<file path="src/rtl/keymat_pkg.sv">
package keymat_pkg;

    localparam int ROW_W      = 4;
    localparam int COL_W      = 3;
    localparam int ROW_SETTLE = 16;
    localparam int LEAD_IN    = 5;

    localparam logic [7:0] ADDR_CTRL   = 8'h00;
    localparam logic [7:0] ADDR_STATUS = 8'h04;
    localparam logic [7:0] ADDR_REPEAT = 8'h08;
    localparam logic [7:0] ADDR_ENT_A  = 8'h0C;
    localparam logic [7:0] ADDR_ENT_B  = 8'h10;
    localparam logic [1:0] MASK_PAGE   = 2'b01;

    typedef struct packed {
        logic             vld;
        logic [ROW_W-1:0] row;
        logic [COL_W-1:0] col;
    } entry_t;

    typedef struct packed {
        logic [13:0] rsvd_hi;
        logic [3:0]  thr;
        logic [9:0]  db;
        logic        ien;
        logic [1:0]  rsvd_lo;
        logic        en;
    } ctrl_t;

    typedef enum logic [1:0] {
        SC_IDLE,
        SC_LEAD,
        SC_ROW,
        SC_GAP
    } scan_state_e;

    function automatic entry_t make_entry(input logic [ROW_W-1:0] r,
                                          input logic [COL_W-1:0] c);
        entry_t e;
        e.vld = 1'b1;
        e.row = r;
        e.col = c;
        return e;
    endfunction

    function automatic ctrl_t ctrl_from_word(input logic [31:0] w);
        ctrl_t c;
        c = ctrl_t'(w);
        c.rsvd_hi = '0;
        c.rsvd_lo = '0;
        return c;
    endfunction

endpackage

</file>
<file path="src/rtl/keymat_scanner.sv">
module keymat_scanner
    import keymat_pkg::*;
#(
    parameter int NROW = 16,
    parameter int NCOL = 8
) (
    input  logic             clk,
    input  logic             rst,
    input  logic             en,
    input  logic [9:0]       db,
    input  logic [15:0]      rpt,
    input  logic [NCOL-1:0]  col_sense,
    output logic [NROW-1:0]  row_drive,
    output logic             row_done,
    output logic             last_row,
    output logic [ROW_W-1:0] done_row,
    output logic [NCOL-1:0]  closed
);

    localparam logic [ROW_W-1:0] LAST_IDX = ROW_W'(NROW - 1);

    scan_state_e      st;
    logic [15:0]      cnt;
    logic [ROW_W-1:0] row;
    logic [NCOL-1:0]  acc;
    logic [15:0]      row_len;
    logic             in_window;

    assign row_len   = 16'(ROW_SETTLE) + {6'd0, db};
    assign in_window = (cnt >= 16'(ROW_SETTLE - 1));

    always_ff @(posedge clk) begin
        if (rst || !en) begin
            st  <= SC_IDLE;
            cnt <= '0;
            row <= '0;
            acc <= '1;
        end else begin
            unique case (st)
                SC_IDLE: begin
                    st  <= SC_LEAD;
                    cnt <= '0;
                end
                SC_LEAD: begin
                    if (cnt == 16'(LEAD_IN - 1)) begin
                        st  <= SC_ROW;
                        cnt <= '0;
                        row <= '0;
                        acc <= '1;
                    end else begin
                        cnt <= cnt + 16'd1;
                    end
                end
                SC_ROW: begin
                    if (cnt == row_len - 16'd1) begin
                        cnt <= '0;
                        acc <= '1;
                        if (row == LAST_IDX) begin
                            st  <= (rpt == 16'd0) ? SC_LEAD : SC_GAP;
                            row <= '0;
                        end else begin
                            row <= row + ROW_W'(1);
                        end
                    end else begin
                        cnt <= cnt + 16'd1;
                        if (in_window) acc <= acc & col_sense;
                    end
                end
                SC_GAP: begin
                    if (cnt == rpt - 16'd1) begin
                        st  <= SC_LEAD;
                        cnt <= '0;
                    end else begin
                        cnt <= cnt + 16'd1;
                    end
                end
                default: st <= SC_IDLE;
            endcase
        end
    end

    generate
        for (genvar r = 0; r < NROW; r++) begin : g_drive
            assign row_drive[r] = (st == SC_ROW) && (row == ROW_W'(r));
        end
    endgenerate

    assign row_done = en && (st == SC_ROW) && (cnt == row_len - 16'd1);
    assign last_row = (row == LAST_IDX);
    assign done_row = row;
    assign closed   = acc & col_sense;

    p_row_hold_r3: assert property (@(posedge clk) disable iff (rst)
        (en && st == SC_ROW && !row_done) |=> $stable(row_drive))
        else $error("row drive changed inside a row window");

endmodule

</file>
<file path="src/rtl/keymat_emitter.sv">
module keymat_emitter
    import keymat_pkg::*;
#(
    parameter int NCOL = 8
) (
    input  logic             clk,
    input  logic             rst,
    input  logic             load,
    input  logic [ROW_W-1:0] load_row,
    input  logic [NCOL-1:0]  load_cols,
    output logic             push,
    output entry_t           push_e
);

    logic [NCOL-1:0]  pend;
    logic [NCOL-1:0]  pick;
    logic [ROW_W-1:0] prow;
    logic [COL_W-1:0] idx;

    assign pick = pend & (~pend + NCOL'(1));

    always_comb begin
        idx = '0;
        for (int j = NCOL - 1; j >= 0; j--) begin
            if (pend[j]) idx = COL_W'(j);
        end
    end

    always_ff @(posedge clk) begin
        if (rst) begin
            pend <= '0;
            prow <= '0;
        end else if (load) begin
            pend <= load_cols;
            prow <= load_row;
        end else begin
            pend <= pend & ~pick;
        end
    end

    assign push   = |pend;
    assign push_e = make_entry(prow, idx);

    p_emit_drained_r5: assert property (@(posedge clk) disable iff (rst)
        load |-> (pend == '0))
        else $error("new row loaded before previous row was emitted");

endmodule

</file>
<file path="src/rtl/keymat_fifo.sv">
module keymat_fifo
    import keymat_pkg::*;
#(
    parameter int DEPTH = 8
) (
    input  logic                       clk,
    input  logic                       rst,
    input  logic                       push,
    input  entry_t                     push_e,
    input  logic                       pop,
    input  logic                       flush,
    output logic [$clog2(DEPTH+1)-1:0] count,
    output logic [DEPTH*8-1:0]         view
);

    localparam int CNT_W = $clog2(DEPTH + 1);
    localparam int IDX_W = $clog2(DEPTH);

    entry_t slot [DEPTH];

    always_ff @(posedge clk) begin
        if (rst) begin
            count <= '0;
            for (int i = 0; i < DEPTH; i++) slot[i] <= '0;
        end else if (pop || flush) begin
            count <= push ? CNT_W'(1) : '0;
            if (push) slot[0] <= push_e;
        end else if (push && (count < CNT_W'(DEPTH))) begin
            slot[count[IDX_W-1:0]] <= push_e;
            count <= count + CNT_W'(1);
        end
    end

    generate
        for (genvar i = 0; i < DEPTH; i++) begin : g_view
            assign view[i*8 +: 8] = (CNT_W'(i) < count) ? slot[i] : 8'h00;
        end
    endgenerate

    p_count_bound_r7: assert property (@(posedge clk) disable iff (rst)
        count <= CNT_W'(DEPTH))
        else $error("entry count above depth");

    p_full_keep_r7: assert property (@(posedge clk) disable iff (rst)
        (push && !pop && !flush && count == CNT_W'(DEPTH)) |=> ($stable(count) && $stable(view)))
        else $error("full store changed on push");

    p_pop_empty_r8: assert property (@(posedge clk) disable iff (rst)
        (pop && !push) |=> (count == '0))
        else $error("store not empty after pop");

endmodule

</file>
<file path="src/rtl/keymat_scan_top.sv">
module keymat_scan_top
    import keymat_pkg::*;
#(
    parameter int NROW  = 16,
    parameter int NCOL  = 8,
    parameter int DEPTH = 8
) (
    input  logic            clk,
    input  logic            rst,
    input  logic            bus_wr,
    input  logic            bus_rd,
    input  logic [7:0]      bus_addr,
    input  logic [31:0]     bus_wdata,
    output logic [31:0]     bus_rdata,
    input  logic [NCOL-1:0] col_sense,
    output logic [NROW-1:0] row_drive,
    output logic            irq,
    output logic            wake
);

    localparam int CNT_W = $clog2(DEPTH + 1);

    ctrl_t             ctrl;
    logic [15:0]       rpt;
    logic [NCOL-1:0]   mask [NROW];
    logic              flag;
    logic              hit;
    logic              wake_q;
    logic [31:0]       rdata_q;

    logic              row_done;
    logic              last_row;
    logic [ROW_W-1:0]  done_row;
    logic [NCOL-1:0]   closed;
    logic              push;
    entry_t            push_e;
    logic              pop;
    logic              flush;
    logic [CNT_W-1:0]  count;
    logic [DEPTH*8-1:0] view;
    logic [63:0]       view64;
    logic [3:0]        count4;
    logic              thr_hit;
    logic              w1c;

    keymat_scanner #(.NROW(NROW), .NCOL(NCOL)) u_scan (
        .clk       (clk),
        .rst       (rst),
        .en        (ctrl.en),
        .db        (ctrl.db),
        .rpt       (rpt),
        .col_sense (col_sense),
        .row_drive (row_drive),
        .row_done  (row_done),
        .last_row  (last_row),
        .done_row  (done_row),
        .closed    (closed)
    );

    keymat_emitter #(.NCOL(NCOL)) u_emit (
        .clk       (clk),
        .rst       (rst),
        .load      (row_done),
        .load_row  (done_row),
        .load_cols (closed),
        .push      (push),
        .push_e    (push_e)
    );

    keymat_fifo #(.DEPTH(DEPTH)) u_fifo (
        .clk    (clk),
        .rst    (rst),
        .push   (push),
        .push_e (push_e),
        .pop    (pop),
        .flush  (flush),
        .count  (count),
        .view   (view)
    );

    assign pop     = bus_rd && (bus_addr == ADDR_ENT_B);
    assign flush   = row_done && last_row && !(hit || (|closed));
    assign view64  = 64'(view);
    assign count4  = 4'(count);
    assign thr_hit = (ctrl.thr != 4'd0) && (count4 >= ctrl.thr);
    assign w1c     = bus_wr && (bus_addr == ADDR_STATUS) && bus_wdata[2];

    always_ff @(posedge clk) begin
        if (rst) begin
            ctrl <= '0;
            rpt  <= '0;
            for (int r = 0; r < NROW; r++) mask[r] <= '0;
        end else if (bus_wr) begin
            if (bus_addr == ADDR_CTRL)   ctrl <= ctrl_from_word(bus_wdata);
            if (bus_addr == ADDR_REPEAT) rpt  <= bus_wdata[15:0];
            for (int r = 0; r < NROW; r++) begin
                if (bus_addr[7:6] == MASK_PAGE && bus_addr[5:2] == 4'(r))
                    mask[r] <= bus_wdata[NCOL-1:0];
            end
        end
    end

    always_ff @(posedge clk) begin
        if (rst || !ctrl.en) begin
            hit <= 1'b0;
        end else if (row_done) begin
            hit <= last_row ? 1'b0 : (hit || (|closed));
        end
    end

    always_ff @(posedge clk) begin
        if (rst) begin
            flag <= 1'b0;
        end else if (thr_hit) begin
            flag <= 1'b1;
        end else if (w1c) begin
            flag <= 1'b0;
        end
    end

    always_ff @(posedge clk) begin
        if (rst) begin
            wake_q <= 1'b0;
        end else begin
            wake_q <= row_done && (|(closed & ~mask[done_row]));
        end
    end

    always_ff @(posedge clk) begin
        if (rst) begin
            rdata_q <= '0;
        end else if (bus_rd) begin
            rdata_q <= '0;
            if (bus_addr == ADDR_CTRL)   rdata_q <= ctrl;
            if (bus_addr == ADDR_STATUS) rdata_q <= {24'd0, count4, 1'b0, flag, 2'b00};
            if (bus_addr == ADDR_REPEAT) rdata_q <= {16'd0, rpt};
            if (bus_addr == ADDR_ENT_A)  rdata_q <= view64[31:0];
            if (bus_addr == ADDR_ENT_B)  rdata_q <= view64[63:32];
            for (int r = 0; r < NROW; r++) begin
                if (bus_addr[7:6] == MASK_PAGE && bus_addr[5:2] == 4'(r))
                    rdata_q <= 32'(mask[r]);
            end
        end
    end

    assign bus_rdata = rdata_q;
    assign irq       = flag && ctrl.ien;
    assign wake      = wake_q;

    p_row_onehot_r3: assert property (@(posedge clk) disable iff (rst)
        $onehot0(row_drive))
        else $error("more than one row driven");

    p_idle_quiet_r2: assert property (@(posedge clk) disable iff (rst)
        !ctrl.en |=> (row_drive == '0))
        else $error("row driven while disabled");

    p_flag_follows_r9: assert property (@(posedge clk) disable iff (rst)
        thr_hit |=> flag)
        else $error("threshold reached but flag not set");

    p_wake_after_row_r10: assert property (@(posedge clk) disable iff (rst)
        wake |-> $past(row_done))
        else $error("wake pulse outside row end");

endmodule

</file>
<file path="config.mk">
export PLATFORM = sky130hd
export DESIGN_NAME = keymat_scan_top
export DESIGN_NICKNAME = d
export VERILOG_FILES = /design/src/rtl/keymat_pkg.sv /design/src/rtl/keymat_scanner.sv /design/src/rtl/keymat_emitter.sv /design/src/rtl/keymat_fifo.sv /design/src/rtl/keymat_scan_top.sv
export SDC_FILE = /design/constraint.sdc
export NUM_CORES = 1
export LEC_CHECK = 0
export BUFFER_PORTS_ARGS = -buffer_cell sky130_fd_sc_hd__buf_2
export CAP_MARGIN = 20
export CORE_ASPECT_RATIO = 0.8
export CORE_UTILIZATION = 49
export DETAILED_ROUTE_END_ITERATION = 6
export PLACE_DENSITY = 0.69
export SYNTH_ARGS = -nofsm -noshare
export SYNTH_HDL_FRONTEND = slang
export SYNTH_SLANG_ARGS = --single-unit
</file>
<file path="constraint.sdc">
create_clock -name clk -period 5.24 [get_ports clk]
set_clock_uncertainty 0.2 [all_clocks]
set_input_delay 0.524 -clock clk [delete_from_list [all_inputs] [get_ports clk]]
set_output_delay 0.524 -clock clk [all_outputs]
set_load 0.03 [all_outputs]
</file>
==> results of run 1 <==
power groups by stage:
stage                     clock network (W)  logic [W]  registers (W)
after global routing                0.00252   0.000347        0.00271
after detailed placement                  0   0.000312        0.00276
after global placement                    0   0.000309        0.00275
after floorplan                           0   0.000193        0.00274
final                               0.00241   0.000330        0.00271
after CTS                           0.00242   0.000320        0.00271
worst max-delay path: stages (launching register included):
cell       delay, ps
dfxtp_1          610
ha_1             340
xnor2_1          230
nand4b_2         240
or4_1            490
o211ai_1         320
o2111a_1         330
a32oi_4          310
nand2_1          260
a2bb2oi_1        690
Yosys cell counts (10+ instances only):
master and instances:
ha_1 22, and3_1 12, xnor2_1 38, nor4_1 10, nand3_1 36, nand4_1 10
mux4_2 42, buf_1 13, nor3_1 34, xor2_1 19, a31oi_1 11, inv_1 39
a211oi_1 13, o22ai_1 25, o21ai_0 58, clkbuf_1 90, a222oi_1 12, a21o_1 18
a21oi_1 114, a22oi_1 21, edfxtp_1 184, mux2_2 15, dfxtp_1 125, mux2i_1 18
nor2_1 253, and2_1 35, nand2_1 166
worst paths after layout:
check / start / endpoint / slack (ps)
worst max-delay path: ctrl[8]$_SDFFE_PP0P_ / u_fifo.slot[0][6]$_DFFE_PP_ / 830
worst min-delay path: bus_wdata[17] / ctrl[17]$_SDFFE_PP0P_ / 20
worst max register to register: ctrl[8]$_SDFFE_PP0P_ / u_fifo.slot[0][6]$_DFFE_PP_ / 830
worst min register to register: u_scan.acc[0]$_SDFFE_PP1P_ / u_scan.acc[0]$_SDFFE_PP1P_ / 250
sequential cells by signal (all words and copies together) (netlist names), 2 cells and up, named ones only:
register         flops
bus_rdata           32
ctrl                16
mask               128
rpt                 16
u_emit.pend          8
u_emit.prow          4
u_fifo.count         4
u_fifo.slot         64
u_scan.acc           8
u_scan.cnt          16
u_scan.done_row      4
u_scan.st            2
timing repair:
action | 4_1_cts | 5_1_grt
hold buffers | 11 | 0
endpoints found under the hold margin | 20 | 0
setup buffers | 0 | 0
layer usage:
layer	wire length, um	part of all wire (%)	GRT usage (%)
met1	20700	42	44.3
met2	20700	42	42.3
met3	6610	13	7.10
met4	1580	3.2	9.43
met5	0	0	0
kinds of logic after synthesis:
family / count (synthesis) / share of synthesized area (%)
and+or+nand+nor: 620 / 18.0
AOI/OAI and AO/OA: 369 / 15.4
DFF: 309 / 50.0
buffers and inverters: 154 / 3.73
muxes: 75 / 8.06
xor gates and xnor gates: 57 / 3.11
adders and majority gates: 22 / 1.71
area by class of cell:
class                      count  area (um^2)
antenna                        1         2.50
clock buffer                  45         1020
clock inverter                13          114
fill                        2803        13800
inverter                      41          154
multi-input combinational   1143         7480
sequential                   309         8030
tap                          420          526
timing repair buffer         118          696
through the flow:
step           util, %  power (W)  hold slack, ps  cell area (um^2)  std cells
2_1_floorplan        -    0.00294             226             16100       1606
3_3_place_gp      52.6    0.00306             233             16800       2019
3_5_place_dp      52.6    0.00307             239             16800       2019
4_1_cts           56.5    0.00544            6.19             18000       2088
5_1_grt           56.5    0.00558            9.40             18000       2090
6_report          56.5    0.00545            15.2             18000       2090
==> results.yml, run 1 <==
logic_synthesis:
  synthArstFlopShare_pct: 0
  synth_cell_types: 87
  yosysWarnings: 0
  synth_top_area_share_pct: 34.4
  synth.avg_cell_area_um2: 10.0
  synth_cells: 1606
  netlist_area_mm2: 0.0161
  yosys-top-cells-area: "edfxtp_1, dfxtp_1, nor2_1"
  synth_edf_count: 184
  syn_nets: 1680
  yosysSeqAreaShare_pct: 50.0
  ys_ff_latch: 309
  synth.largest_area_cell: "edfxtp_1"
  synth-main-ff-cell: "edfxtp_1"
place:
  pre_cts_ws_ps: 923
  gp_congestion: 0.937
  port_buffers: 87
  hpwl_mm: 35.0
worst_setup_path:
  crit_arrival_ps: 4430
  end_kind: "flip-flop"
  crit_type: "reg2reg"
  worst-path-max-fanout: 19
  start_kind: "flip-flop"
  r2r_cells: 9
  required_ps: 5260
die:
  rows: 58
  die_y_um: 164
  die_w_um: 204
  pin_count: 102
  initial_core_util_pct: 50.4
  core-area_mm2: 0.0319
  dieArea_mm2: 0.0335
cts:
  clk_path_buf_depth: 3
  cts_tree: "done"
  clkTransAtPathRegs_ps: 70
  clockRootBuffer: "clkbuf_16"
  clock-sinks: 309
  htreeDepth: 1
  cts_buffers: 31
  insertion_delay_ps: 610
  cts_resized: 0
routing:
  drtIter0Drc: 1779
  vias: 13401
  wl_per_cell_um: 23.7
  first_pass_iters: 7
  drc: 1
  ant_nets: 0
  drt-vias-per-instance: 6.41
  wl_mm: 49.6
sta:
  slew_headroom_pct: 23.4
  max_freq_ghz: 0.227
  maxSlewViolCount: 0
  finalHoldViolations: 0
  tightest_slew_ps: 1140
  rsz0062_at_grt: "false"
  layout_setup_ws_ps: 827
  fin_crit_sh_pct: 84.2
  period_minus_slack_ps: 4410
  setup_viol: 0
  setup_tns_ps: 0
power_and_ir_drop:
  switching_share_pct: 23.6
  pwr-share-comb_pct: 6.1
  vdd_drop_max_uv: 302
  pwr-share-seq_pct: 49.7
  p_per_area_mw_per_mm2: 303
  pwr-share-clk_pct: 44.3
  p_leak_nw: 6.30
  switchingPower_w: 0.00129
  p_int_w: 0.00416
outcome:
  violations: "design-rule violations"
  status: "complete, but fails checks"
min_path:
  hold_path_class: "in2reg"
  holdPathStages: 3
final_layout:
  fin_nets: 1718
  layout_commonest_cell: "nor2_1"
  final_cell_mix: "nor2_1, edfxtp_1, nand2_1"
  areaGrowthSynthToFinish_pct: 12.1
  drive_above_1_share_pct: 15.0
global_route:
  antenna_found_initial: 2
  track_usage_pct: 29.7
  grt_pass1_vias: 12444
  grt_first_pass_wirelength_mm: 75.0
  grt_overflow: 0
  grt_max_degree: 67
job:
  maxCapViolations: 0
Power figures use the tool's default switching activity.
==> run 2, diff against run 1 <==
==> constraint.sdc (replaced) <==
create_clock -name clk -period 4.5 [get_ports clk]
set_clock_uncertainty 0.2 [all_clocks]
set_input_delay 0.45 -clock clk [delete_from_list [all_inputs] [get_ports clk]]
set_output_delay 0.45 -clock clk [all_outputs]
set_load 0.03 [all_outputs]
==> run 2 against run 1 <==
  * The run now ends clean
  * Largest power group unchanged
  * Critical path depth did not move
  * Die area did not move
  * Setup slack got worse by 540 ps
  * Largest cell class unchanged
  * Count of clock-buffer cells in the layout fell by 2
  * Non-clock buffer count rose by 30
==> results.yml, run 2 (same netlist as run 1, synthesis figures left out) <==
sta:
  finalHoldViolations: 0
  setup_viol: 0
  maxSlewViolCount: 0
  slew_headroom_pct: 30.0
  period_minus_slack_ps: 4210
  fin_hold_ws_ps: 67.3
  setup_tns_ps: 0
  fin_crit_sh_pct: 93.6
  layout_setup_ws_ps: 290
  tightest_slew_ps: 1040
  max_freq_ghz: 0.238
  rsz0062_at_grt: "false"
die:
  pin_count: 102
  initial_core_util_pct: 50.4
  die_y_um: 164
  dieArea_mm2: 0.0335
  die_w_um: 204
  rows: 58
  core-area_mm2: 0.0319
place:
  gp_congestion: 0.992
  pre_cts_ws_ps: 279
  hpwl_mm: 35.1
  port_buffers: 87
cts:
  clkTransAtPathRegs_ps: 60
  insertion_delay_ps: 600
  clk_path_buf_depth: 3
  clock-sinks: 309
  clockRootBuffer: "clkbuf_16"
  htreeDepth: 1
  cts_buffers: 31
  cts_tree: "done"
final_layout:
  areaGrowthSynthToFinish_pct: 12.9
  register_area_mm2: 0.00803
  drive_above_1_share_pct: 15.2
  post-route-util_pct: 56.9
  largest_register: "mask"
  insertedDiodeCount: 0
  layout_commonest_cell: "nor2_1"
  multiInputGateArea_mm2: 0.00748
  num-fill-cells: 2720
  largest_reg_flops: 128
  fin_nets: 1748
  final_cell_mix: "nor2_1, edfxtp_1, nand2_1"
worst_setup_path:
  r2r_cells: 9
  start_kind: "flip-flop"
  cp_num_buf_inv: 0
  required_ps: 4570
  crit_chain: "ha_1 > xnor2_1 > nand4b_2 > or4_1 > o21a_1 > o221a_4 > a32oi_4 > nand4_1 > nand2_1"
  crit_arrival_ps: 4280
  end_kind: "flip-flop"
  crit_family: "simple AND/OR/NAND/NOR gates"
  slowest_stage: "a32oi_4"
  rr_endpoint: "u_fifo.slot[2][3]$_DFFE_PP_"
  cpPeakStageDelay_ps: 660
  crit_type: "reg2reg"
  rrSetupSlack_ps: 290
  worst-path-max-fanout: 19
  r2r_start: "ctrl[8]$_SDFFE_PP0P_"
global_route:
  track_usage_pct: 29.8
  grt_first_pass_wirelength_mm: 75.7
  grt_max_degree: 66
  grt_pass1_vias: 12413
  grt_overflow: 0
  antenna_found_initial: 0
outcome:
  status: "completed"
power_and_ir_drop:
  p_leak_nw: 6.36
  vdd_drop_max_uv: 380
  p_per_area_mw_per_mm2: 337
  p_total_w: 0.00612
routing:
  first_pass_iters: 6
  ant_nets: 0
  drtIter0Drc: 2024
  vias: 13670
  wl_per_cell_um: 23.5
  wl_mm: 49.8
  drt-vias-per-instance: 6.45
  drc: 0
job:
  maxCapViolations: 0
min_path:
  hold_end: "u_scan.acc[7]$_SDFFE_PP1P_"
  hp-start: "col_sense[7]"
  holdPathStages: 4
  hold_path_class: "in2reg"
## run 2: cell type report
type / count / share of cell area [%]
clock buffers: 43 / 4.80
repair buffers: 148 / 5.26
clock inverters: 15 / 0.628
well taps: 420 / 2.90
flip-flops and latches: 309 / 44.3
inverters: 41 / 0.849
multi-input cells: 1143 / 41.3
## run 2: metal layers
metal | up-vias | GRT usage, % | share of wire, %
li1 | 6056 | - | -
met1 | 6599 | 45.4 | 42
met2 | 930 | 42.6 | 42
met3 | 85 | 7.34 | 14
met4 | 0 | 6.17 | 2.0
met5 | - | 0 | 0
## run 2: worst max path at each step
stage                         start                          end  slack (ps)  cells after the start
2_1_floorplan  ctrl[9]$_SDFFE_PP0P_  u_fifo.slot[0][0]$_DFFE_PP_         960                     10
3_3_place_gp   ctrl[8]$_SDFFE_PP0P_  u_fifo.slot[0][3]$_DFFE_PP_         390                      9
3_5_place_dp   ctrl[8]$_SDFFE_PP0P_  u_fifo.slot[0][6]$_DFFE_PP_         280                      9
4_1_cts        ctrl[8]$_SDFFE_PP0P_  u_fifo.slot[0][5]$_DFFE_PP_         270                      9
5_1_grt        ctrl[8]$_SDFFE_PP0P_  u_fifo.slot[6][4]$_DFFE_PP_          80                      9
6_report       ctrl[8]$_SDFFE_PP0P_  u_fifo.slot[2][3]$_DFFE_PP_         290                      9
## run 2: power breakdown
part	switching, W	internal [W]	leakage (nW)
clock	0.00115	0.00141	0.484
combinational	0.000271	0.000132	3.07
sequential	0.0000577	0.00310	2.81
total	0.00148	0.00464	6.36
## run 2: per-stage QoR
stage                     cells  cell area, um^2
after floorplan            1606            16100
after global placement     2037            16900
after detailed placement   2037            16900
after CTS                  2119            18100
after global routing       2119            18100
final                      2119            18100
## run 2: worst reg2reg max path, delay by kind of cell (launching register included)
| kind | cells | cell delay (ps) |
|---|---|---|
| compound gates | 3 | 1180 |
| xor+xnor | 1 | 240 |
| fa+ha+maj | 1 | 320 |
| flops | 1 | 570 |
| simple gates | 4 | 1380 |
## run 2: repair_timing
action | CTS | global route
buffers inserted | 0 | 0
endpoints found under the setup margin | 0 | 7
resized for setup | 0 | 1
hold endpoints to repair | 38 | 0
hold buffers | 24 | 0
